===== src/rtl/kdp_pkg.sv =====
package kdp_pkg;
  typedef enum logic [1:0] {
    REG_RXCHAR = 2'd0,
    REG_TXCHAR = 2'd1,
    REG_STATE  = 2'd2,
    REG_CFG    = 2'd3
  } kdp_reg_e;

  localparam int unsigned ST_RXFULL  = 0;
  localparam int unsigned ST_TXFREE  = 1;
  localparam int unsigned ST_KEYFLAG = 2;
  localparam int unsigned ST_DSPFLAG = 3;

  localparam int unsigned CFG_KEYON = 0;
  localparam int unsigned CFG_DSPON = 1;

  localparam int unsigned WIN_LSB = 4;
endpackage


===== src/rtl/kdp_decode.sv =====
module kdp_decode
  import kdp_pkg::*;
#(
  parameter int unsigned ADDR_W = 16,
  parameter logic [ADDR_W-1:0] BASE_ADDR = 16'h0400
) (
  input  logic [ADDR_W-1:0] addr,
  input  logic              rd,
  input  logic              wr,
  output logic              rd_hit,
  output kdp_reg_e          which,
  output logic              take_rx,
  output logic              put_tx,
  output logic              put_state,
  output logic              put_cfg
);
  logic in_window;
  logic aligned;
  logic hit;

  assign in_window = (addr[ADDR_W-1:WIN_LSB] == BASE_ADDR[ADDR_W-1:WIN_LSB]);
  assign aligned   = (addr[1:0] == 2'b00);
  assign hit       = in_window && aligned;
  assign which     = kdp_reg_e'(addr[WIN_LSB-1:2]);

  assign rd_hit    = hit && rd;
  assign take_rx   = rd_hit && (which == REG_RXCHAR);
  assign put_tx    = hit && wr && (which == REG_TXCHAR);
  assign put_state = hit && wr && (which == REG_STATE);
  assign put_cfg   = hit && wr && (which == REG_CFG);
endmodule


===== src/rtl/kdp_rx.sv =====
module kdp_rx #(
  parameter int unsigned CHAR_W = 8
) (
  input  logic              clk,
  input  logic              rst,
  input  logic              key_valid,
  input  logic [CHAR_W-1:0] key_char,
  input  logic              take,
  output logic              key_ready,
  output logic [CHAR_W-1:0] held,
  output logic              full
);
  logic accept;
  assign accept = key_valid && key_ready;

  always_ff @(posedge clk) begin
    if (rst) begin
      key_ready <= 1'b0;
      held      <= '0;
      full      <= 1'b0;
    end else begin
      key_ready <= 1'b1;
      if (accept) begin
        held <= key_char;
        full <= 1'b1;
      end else if (take) begin
        full <= 1'b0;
      end
    end
  end

  AST_RX_CAPTURE: assert property (@(posedge clk) disable iff (rst)
    accept |=> full && (held == $past(key_char)));
  AST_RX_DRAIN: assert property (@(posedge clk) disable iff (rst)
    (take && !accept) |=> !full);
  AST_RX_KEEP_ON_RACE: assert property (@(posedge clk) disable iff (rst)
    (take && accept) |=> full);
endmodule


===== src/rtl/kdp_tx.sv =====
module kdp_tx #(
  parameter int unsigned CHAR_W = 8
) (
  input  logic              clk,
  input  logic              rst,
  input  logic              put,
  input  logic [CHAR_W-1:0] put_char,
  input  logic              disp_ready,
  output logic              disp_valid,
  output logic [CHAR_W-1:0] disp_char,
  output logic              free
);
  logic done;
  assign done = disp_valid && disp_ready;

  always_ff @(posedge clk) begin
    if (rst) begin
      disp_valid <= 1'b0;
      disp_char  <= '0;
      free       <= 1'b1;
    end else if (done) begin
      disp_valid <= 1'b0;
      free       <= 1'b1;
    end else if (put && free) begin
      disp_char  <= put_char;
      disp_valid <= 1'b1;
      free       <= 1'b0;
    end
  end

  AST_TX_LOAD: assert property (@(posedge clk) disable iff (rst)
    (put && free && !disp_valid) |=> disp_valid && !free && (disp_char == $past(put_char)));
  AST_TX_HOLD: assert property (@(posedge clk) disable iff (rst)
    (disp_valid && !disp_ready) |=> disp_valid && $stable(disp_char));
  AST_TX_DONE: assert property (@(posedge clk) disable iff (rst)
    done |=> !disp_valid && free);
endmodule


===== src/rtl/kbd_disp_port.sv =====
module kbd_disp_port
  import kdp_pkg::*;
#(
  parameter int unsigned ADDR_W = 16,
  parameter int unsigned DATA_W = 32,
  parameter int unsigned CHAR_W = 8,
  parameter logic [ADDR_W-1:0] BASE_ADDR = 16'h0400
) (
  input  logic              clk,
  input  logic              rst,
  input  logic [ADDR_W-1:0] bus_addr,
  input  logic              bus_rd,
  input  logic              bus_wr,
  input  logic [DATA_W-1:0] bus_wdata,
  output logic [DATA_W-1:0] bus_rdata,
  input  logic              key_valid,
  input  logic [CHAR_W-1:0] key_char,
  output logic              key_ready,
  output logic              disp_valid,
  output logic [CHAR_W-1:0] disp_char,
  input  logic              disp_ready
);
  localparam int unsigned PAD_CHAR = DATA_W - CHAR_W;

  logic              rd_hit;
  kdp_reg_e          which;
  logic              take_rx, put_tx, put_state, put_cfg;
  logic [CHAR_W-1:0] rx_held;
  logic              rx_full, tx_free;
  logic              key_flag, dsp_flag, key_on, dsp_on;
  logic [DATA_W-1:0] state_word, cfg_word;
  logic              unused_wbits;

  assign unused_wbits = ^bus_wdata[DATA_W-1:CHAR_W];

  kdp_decode #(.ADDR_W(ADDR_W), .BASE_ADDR(BASE_ADDR)) u_dec (
    .addr(bus_addr), .rd(bus_rd), .wr(bus_wr),
    .rd_hit(rd_hit), .which(which), .take_rx(take_rx),
    .put_tx(put_tx), .put_state(put_state), .put_cfg(put_cfg)
  );

  kdp_rx #(.CHAR_W(CHAR_W)) u_rx (
    .clk(clk), .rst(rst), .key_valid(key_valid), .key_char(key_char),
    .take(take_rx), .key_ready(key_ready), .held(rx_held), .full(rx_full)
  );

  kdp_tx #(.CHAR_W(CHAR_W)) u_tx (
    .clk(clk), .rst(rst), .put(put_tx), .put_char(bus_wdata[CHAR_W-1:0]),
    .disp_ready(disp_ready), .disp_valid(disp_valid), .disp_char(disp_char),
    .free(tx_free)
  );

  always_ff @(posedge clk) begin
    if (rst) begin
      key_flag <= 1'b0;
      dsp_flag <= 1'b0;
      key_on   <= 1'b0;
      dsp_on   <= 1'b0;
    end else begin
      if (put_state) begin
        key_flag <= bus_wdata[ST_KEYFLAG];
        dsp_flag <= bus_wdata[ST_DSPFLAG];
      end
      if (put_cfg) begin
        key_on <= bus_wdata[CFG_KEYON];
        dsp_on <= bus_wdata[CFG_DSPON];
      end
    end
  end

  always_comb begin
    state_word = '0;
    state_word[ST_RXFULL]  = rx_full;
    state_word[ST_TXFREE]  = tx_free;
    state_word[ST_KEYFLAG] = key_flag;
    state_word[ST_DSPFLAG] = dsp_flag;
    cfg_word = '0;
    cfg_word[CFG_KEYON] = key_on;
    cfg_word[CFG_DSPON] = dsp_on;
  end

  always_comb begin
    bus_rdata = '0;
    if (rd_hit) begin
      case (which)
        REG_RXCHAR: bus_rdata = {{PAD_CHAR{1'b0}}, rx_held};
        REG_TXCHAR: bus_rdata = {{PAD_CHAR{1'b0}}, disp_char};
        REG_STATE:  bus_rdata = state_word;
        default:    bus_rdata = cfg_word;
      endcase
    end
  end

  AST_RD_QUIET: assert property (@(posedge clk) disable iff (rst)
    !bus_rd |-> (bus_rdata == '0));
  AST_FREE_MATCHES_VALID: assert property (@(posedge clk) disable iff (rst)
    tx_free == !disp_valid);
  AST_CFG_STABLE_NO_WRITE: assert property (@(posedge clk) disable iff (rst)
    !bus_wr |=> $stable(key_on) && $stable(dsp_on) && $stable(key_flag));
endmodule


===== config.mk =====
export PLATFORM = sky130hd
export DESIGN_NAME = kbd_disp_port
export DESIGN_NICKNAME = d
export VERILOG_FILES = /design/src/rtl/kdp_pkg.sv /design/src/rtl/kdp_decode.sv /design/src/rtl/kdp_rx.sv /design/src/rtl/kdp_tx.sv /design/src/rtl/kbd_disp_port.sv
export SDC_FILE = /design/constraint.sdc
export NUM_CORES = 1
export LEC_CHECK = 0
export BUFFER_PORTS_ARGS = -buffer_cell sky130_fd_sc_hd__buf_2
export CAP_MARGIN = 10
export CORE_AREA = 2 2 63 65
export DETAILED_ROUTE_END_ITERATION = 8
export DIE_AREA = 0 0 65 67
export GPL_TIMING_DRIVEN = 0
export MAX_ROUTING_LAYER = met4
export PLACE_DENSITY = 0.85
export SETUP_SLACK_MARGIN = 0.5
export SYNTH_ARGS = -nofsm -noshare
export SYNTH_HDL_FRONTEND = slang
export SYNTH_SLANG_ARGS = --single-unit

===== constraint.sdc =====
create_clock -name clk -period 1.65 [get_ports clk]
set_clock_uncertainty 0.15 [all_clocks]
set_input_delay 0.0825 -clock clk [delete_from_list [all_inputs] [get_ports clk]]
set_output_delay 0.0825 -clock clk [all_outputs]
set_load 0.005 [all_outputs]

Word level (Yosys, flattened, before mapping)
Index checks and enable logic that the tools add are counted.

Shift operators: 0. Bitwise logic cells: 1. Divide/modulo/power cells: 0. $add $sub $neg: 0. Equal/unequal tests: 4. Multiply operators: 0. Order comparisons: 0. Multiplexer cells: 5. Reduce and logical (&&, ||, !) cells: 15.

Operator list (count): one-hot mux 8 bit (3 select lines) (1); equality test 12 x 7 -> 1 bit (second input constant) (1); logical AND 1 bit (10); two-way mux 8 bit (1); equality test 2 bit (second input constant) (2); zero test 2 bit (2); two-way mux 1 bit (3); equality test 2 x 1 -> 1 bit (second input constant) (1); AND reduction 2 bit (1); nonzero test 2 bit (1); OR reduction 2 bit (1); NOT 1 bit (1).

Memories: 0. Bits in latches: 0. Register bits: 24. Bits in read-only memories: 0. Bits in writable memories: 0.

Longest topological paths before layout
Depth after elaboration: 6. Mapped depth: 6.

Cells and area by module
Synthesis repeated with hierarchy kept, for this count alone.

Cells, all modules: 150. Area, all modules: 1466.4 µm².

Modules (own cells, without submodules): kbd_disp_port (sequential area each 80.1 µm², area an instance 499.2 µm², instances 1, cells each 62); kdp_tx (sequential area each 200.2 µm², area an instance 435.4 µm², instances 1, cells each 41); kdp_rx (sequential area each 200.2 µm², area an instance 384.1 µm², instances 1, cells each 31); kdp_decode (sequential area each 0.0 µm², area an instance 147.6 µm², instances 1, cells each 16).

Worst setup path before layout
No wires, ideal clock.

Path type: input to register. Start point: input bus_addr[12]. End point: register u_tx.free. Library setup time: 0.122 ns. Path slack: 0.235 ns. Stages: 5. Data arrival time: 1.143 ns. Path through: nor4_4 -> and3b_1 -> buf_6 -> nand2_2 -> a221o_1.

Word-level cells in the longest chain between the ends: 5.

RTL lines: start: declaration (RTL line kbd_disp_port.sv:11) `input logic [ADDR_W-1:0] bus_addr,`; equality test 12 x 7 -> 1 bit (RTL line kdp_decode.sv:21) `assign in_window = (addr[ADDR_W-1:WIN_LSB] == BASE_ADDR[ADDR_W-1:WIN_LSB]);`; logical AND 1 bit (RTL line kdp_decode.sv:23) `assign hit = in_window && aligned;`; logical AND 1 bit (2 in a row) (RTL line kdp_decode.sv:28) `assign put_tx = hit && wr && (which == REG_TXCHAR);`; logical AND 1 bit (RTL line kdp_tx.sv:24) `end else if (put && free) begin`; end signal: assignment (RTL line kdp_tx.sv:20) `free <= 1'b1;`; end signal: assignment (RTL line kdp_tx.sv:23) `free <= 1'b1;`; end signal: assignment (RTL line kdp_tx.sv:27) `free <= 1'b0;`; end: declaration (RTL line kdp_tx.sv:11) `output logic free`.

Every way passes these cells. A chain may end at the register's enable or synchronous reset.

Worst setup path in the final report
Start point: register u_tx.free. End point: output bus_rdata[1].

Word-level cells in the longest chain between the ends: 2.

RTL lines: one-hot mux 8 bit (3 select lines) (RTL line kbd_disp_port.sv:85) `case (which)`; two-way mux 8 bit (RTL line kbd_disp_port.sv:84) `if (rd_hit) begin`; end: declaration (RTL line kbd_disp_port.sv:15) `output logic [DATA_W-1:0] bus_rdata,`.

Every way passes these cells.

==> Implementation_results.wiki <==
{| class="wikitable"
! Metric !! Value
|-
| Result of the run || finished clean
|-
| Remaining number of nets flagged by the antenna check after routing || 0
|-
| Clock transition at the registers of the reported paths || about 80 ps
|-
| First-pass GRT wire length || between 7000 and 8000 um
|-
| Post-synthesis register bit count || 24
|-
| Final wirelength || ~5000 um
|-
| Pin count of the biggest net entering global routing || 13
|-
| Total routing usage reported by global routing || 0.231
|-
| Cell types with the largest area share after synthesis || dfxtp_1, buf_4, a21oi_1
|-
| Portion of synthesized cell area occupied by the leading cell type || 0.340
|-
| Static leakage || around 1.1 nW
|-
| Data required time at the worst endpoint || between 1000 and 1500 ps
|-
| Mean area per synthesized cell || between 8 and 9 um^2
|-
| Floorplan Core Area || 3610 um^2
|-
| Portion of the post-synthesis area used by sequential elements || 0.340
|-
| Predominant post-synthesis flop cell || dfxtp_1
|-
| Clock buffers created by TritonCTS || 3
|-
| Arr. time, crit path || roughly 1300 ps
|-
| Total Die Area || between 4000 and 5000 um^2
|-
| Number of hold-slack violations in the final timing report || 0
|-
| Length of routed wiring on met1 || between 1500 and 2000 um
|-
| Number of remaining DRC errors || 0
|-
| Kind of start point of the critical path || flop
|-
| Sum of met2 wire segment lengths after detailed routing || 2660 um
|-
| Clock latency at the later pin of the worst-skew pair || 270 ps
|-
| Setup repair after global routing missed its margin || yes
|-
| Routability congestion estimate from global placement || ~0.9
|-
| Vertical die dimension || 67 um
|-
| Crit share post-route || 0.941
|-
| Quantity of I/O buffers inserted on ports || 54
|-
| Leading cell type by number of instances after synthesis || buf_4
|-
| Total of fill cells in the finished design || ~310
|-
| Area of all placed cells without fillers || about 2400 um^2
|-
| Count of pins over their slew limit || 0
|-
| DRC violation total after the first TritonRoute iteration || 94
|-
| Clock tree from TritonCTS || yes
|-
| Fraction of final layout cells with drive strength greater than 1 || 0.500
|-
| Count of vias placed by the detailed router || 1723
|-
| GR Overflow Total || 0
|-
| Clock sink count || 24
|-
| Cell family with the largest share of critical-path delay || multiplexers
|-
| Footprint of the multi-input gates || 886 um^2
|-
| Vias in the first global route || approximately 1700
|-
| Min Clock Period, post-route || around 1600 ps
|-
| Share of synthesized registers carrying an async set or reset || 0
|-
| Largest voltage drop on the vdd net || about 0.58 mV
|-
| Largest stage delay on the critical path || 440 ps
|-
| Initial cell density of the core || 0.392
|-
| Worst min-delay path class || input pin to flop
|-
| Yosys top cell by area || dfxtp_1
|-
| Placed Cells || just under 300
|-
| Yosys warns || 0
|-
| Max Cap Viol || 0
|-
| Max clock buf depth || 2
|-
| Total Nets Final || 356
|-
| Post-detailed-route via-to-cell ratio || 5.07
|-
| Clock root buffer || clkbuf_8
|-
| Timing-limited maximum frequency || between 600 and 700 MHz
|-
| Die span in x || 65 um
|-
| Ordered cell list for the critical path || mux4_2 > nor2b_1 > buf_2
|-
| WS Path Type || flop to output pin
|-
| Post-DR wirelength/cell || 14.9 um
|-
| Ratio of total power to cell area || 496 nW/um^2
|-
| Number of antenna violations at the first check in global routing || 0
|-
| Post-Syn Instances || 170
|-
| Most used standard cells in the synthesized netlist || buf_4, a21oi_1, dfxtp_1, nand2_1, nand4_1
|-
| I/O Pins || 104
|-
| Routed wire length on met3 || between 400 and 500 um
|-
| Setup-failing EPs final || 0
|-
| Crit-path max FO || 2
|-
| Topmost layer with routed signal wires || met4
|-
| Count of cell types in the netlist || 27
|-
| Crit-path slowest cell || mux4_2
|-
| Non-filler cells in the finished layout || 340
|-
| Synthesis-to-layout area growth || 71.2%
|-
| Pre-Repair DR Iteration Count || 4
|-
| Crit end category || output pin
|-
| Depth of the CTS H-tree || 1
|-
| Cell area after placement || about 1800 um^2
|-
| Number of placement rows || 22
|-
| Syn Std Cell Area || 1410 um^2
|-
| EDFF count, synth || 0
|-
| Crit path buf inv count || 1
|-
| Count of inserted antenna diode cells || 0
|-
| Placed wire-length estimate after detailed placement || between 2000 and 3000 um
|-
| Reg area || a little under 500 um^2
|}
[timing repair]
action | CTS | global route
pin swaps | 23 | 21
setup buffers | 15 | 8
gates cloned | 1 | 0
endpoints found under the hold margin | 22 | 0
hold buffers | 18 | 0
endpoints found under the setup margin | 31 | 27
resized for setup | 34 | 19
[cell families (layout without fill, tap and decap cells)]
logic type / Yosys count / in the layout / share of synthesized area
simple gates: 65 / 65 / 0.275
buf+inv: 34 / 133 / 0.169
compound gates: 38 / 38 / 0.138
other cells: 1 / 24 / 0.00265
flops: 24 / 24 / 0.340
mux: 8 / 8 / 0.0744
[worst reg2reg max path, delay by kind of cell (launching register included)]
| kind | cells | cell delay [ps] |
|---|---|---|
| and+or+nand+nor | 2 | 280 |
| AOI/OAI and AO/OA | 2 | 210 |
| DFF | 1 | 370 |
| buffers and inverters | 2 | 300 |
[metal layers]
layer / up-vias / global-route usage
li1: 804 / -
met1: 800 / 0.228
met2: 96 / 0.421
met3: 23 / 0.0473
met4: 0 / 0.133
met5: - / -
[through the flow]
stage               TNS (ps)  hold slack (ps)  worst slack, ps  utilization  total power [W]
floorplan                  0             1.57              248            -         0.000721
CTS                        0             74.7             99.0        0.636          0.00118
detailed placement      -137              178            -61.2        0.509         0.000792
global placement       -56.5              175            -39.7        0.509         0.000789
global route               0              135             58.4        0.671          0.00124
finish                     0              127             97.5        0.671          0.00120
[path summary, 6_finish.rpt]
check | startpoint | slack [ps] | cells past startpoint | end
worst max-delay path | u_tx.free | 100 | 3 | bus_rdata[1]
worst min-delay path | bus_wr | 130 | 4 | dsp_flag
worst max register to register | u_tx.free | 230 | 6 | u_tx.disp_char[3]
worst min register to register | u_rx.held[5] | 310 | 2 | u_rx.held[5]
[layout by cell type, fill, tap and decap left out, types with 5 or more instances in the layout]
cell	synthesis	final
dfxtp_1	24	18
buf_6	2	15
buf_2	2	49
nand4_1	15	15
o21ai_2	0	6
a21oi_1	24	21
nand2_1	21	20
conb_1	1	24
mux2i_1	6	6
dfxtp_2	0	5
dlygate4sd3_1	0	18
nor2_1	9	5
buf_4	25	43
[report_power, final]
group | internal [W] | switching (W)
Combinational | 0.000143 | 0.000110
Clock | 0.000164 | 0.000187
Sequential | 0.000589 | 0.00000644
[layout make-up]
cell class / instances / share of cell area
flip-flops and latches: 24 / 0.203
inverters: 1 / 0.00155
repair buffers: 96 / 0.284
well taps: 48 / 0.0248
plain buffers: 33 / 0.103
multi-input cells: 135 / 0.366
clock buffers: 3 / 0.0171
[flip-flops by register name, summed over array words and instances (netlist names)]
| name | cells |
|---|---|
| key_flag | 1 |
| dsp_flag | 1 |
| u_tx.disp_valid | 1 |
| u_rx.key_ready | 1 |
| dsp_on | 1 |
| u_tx.disp_char | 8 |
| key_on | 1 |
| u_rx.full | 1 |
| u_rx.held | 8 |
| u_tx.free | 1 |
Power figures use the tool's default switching activity.
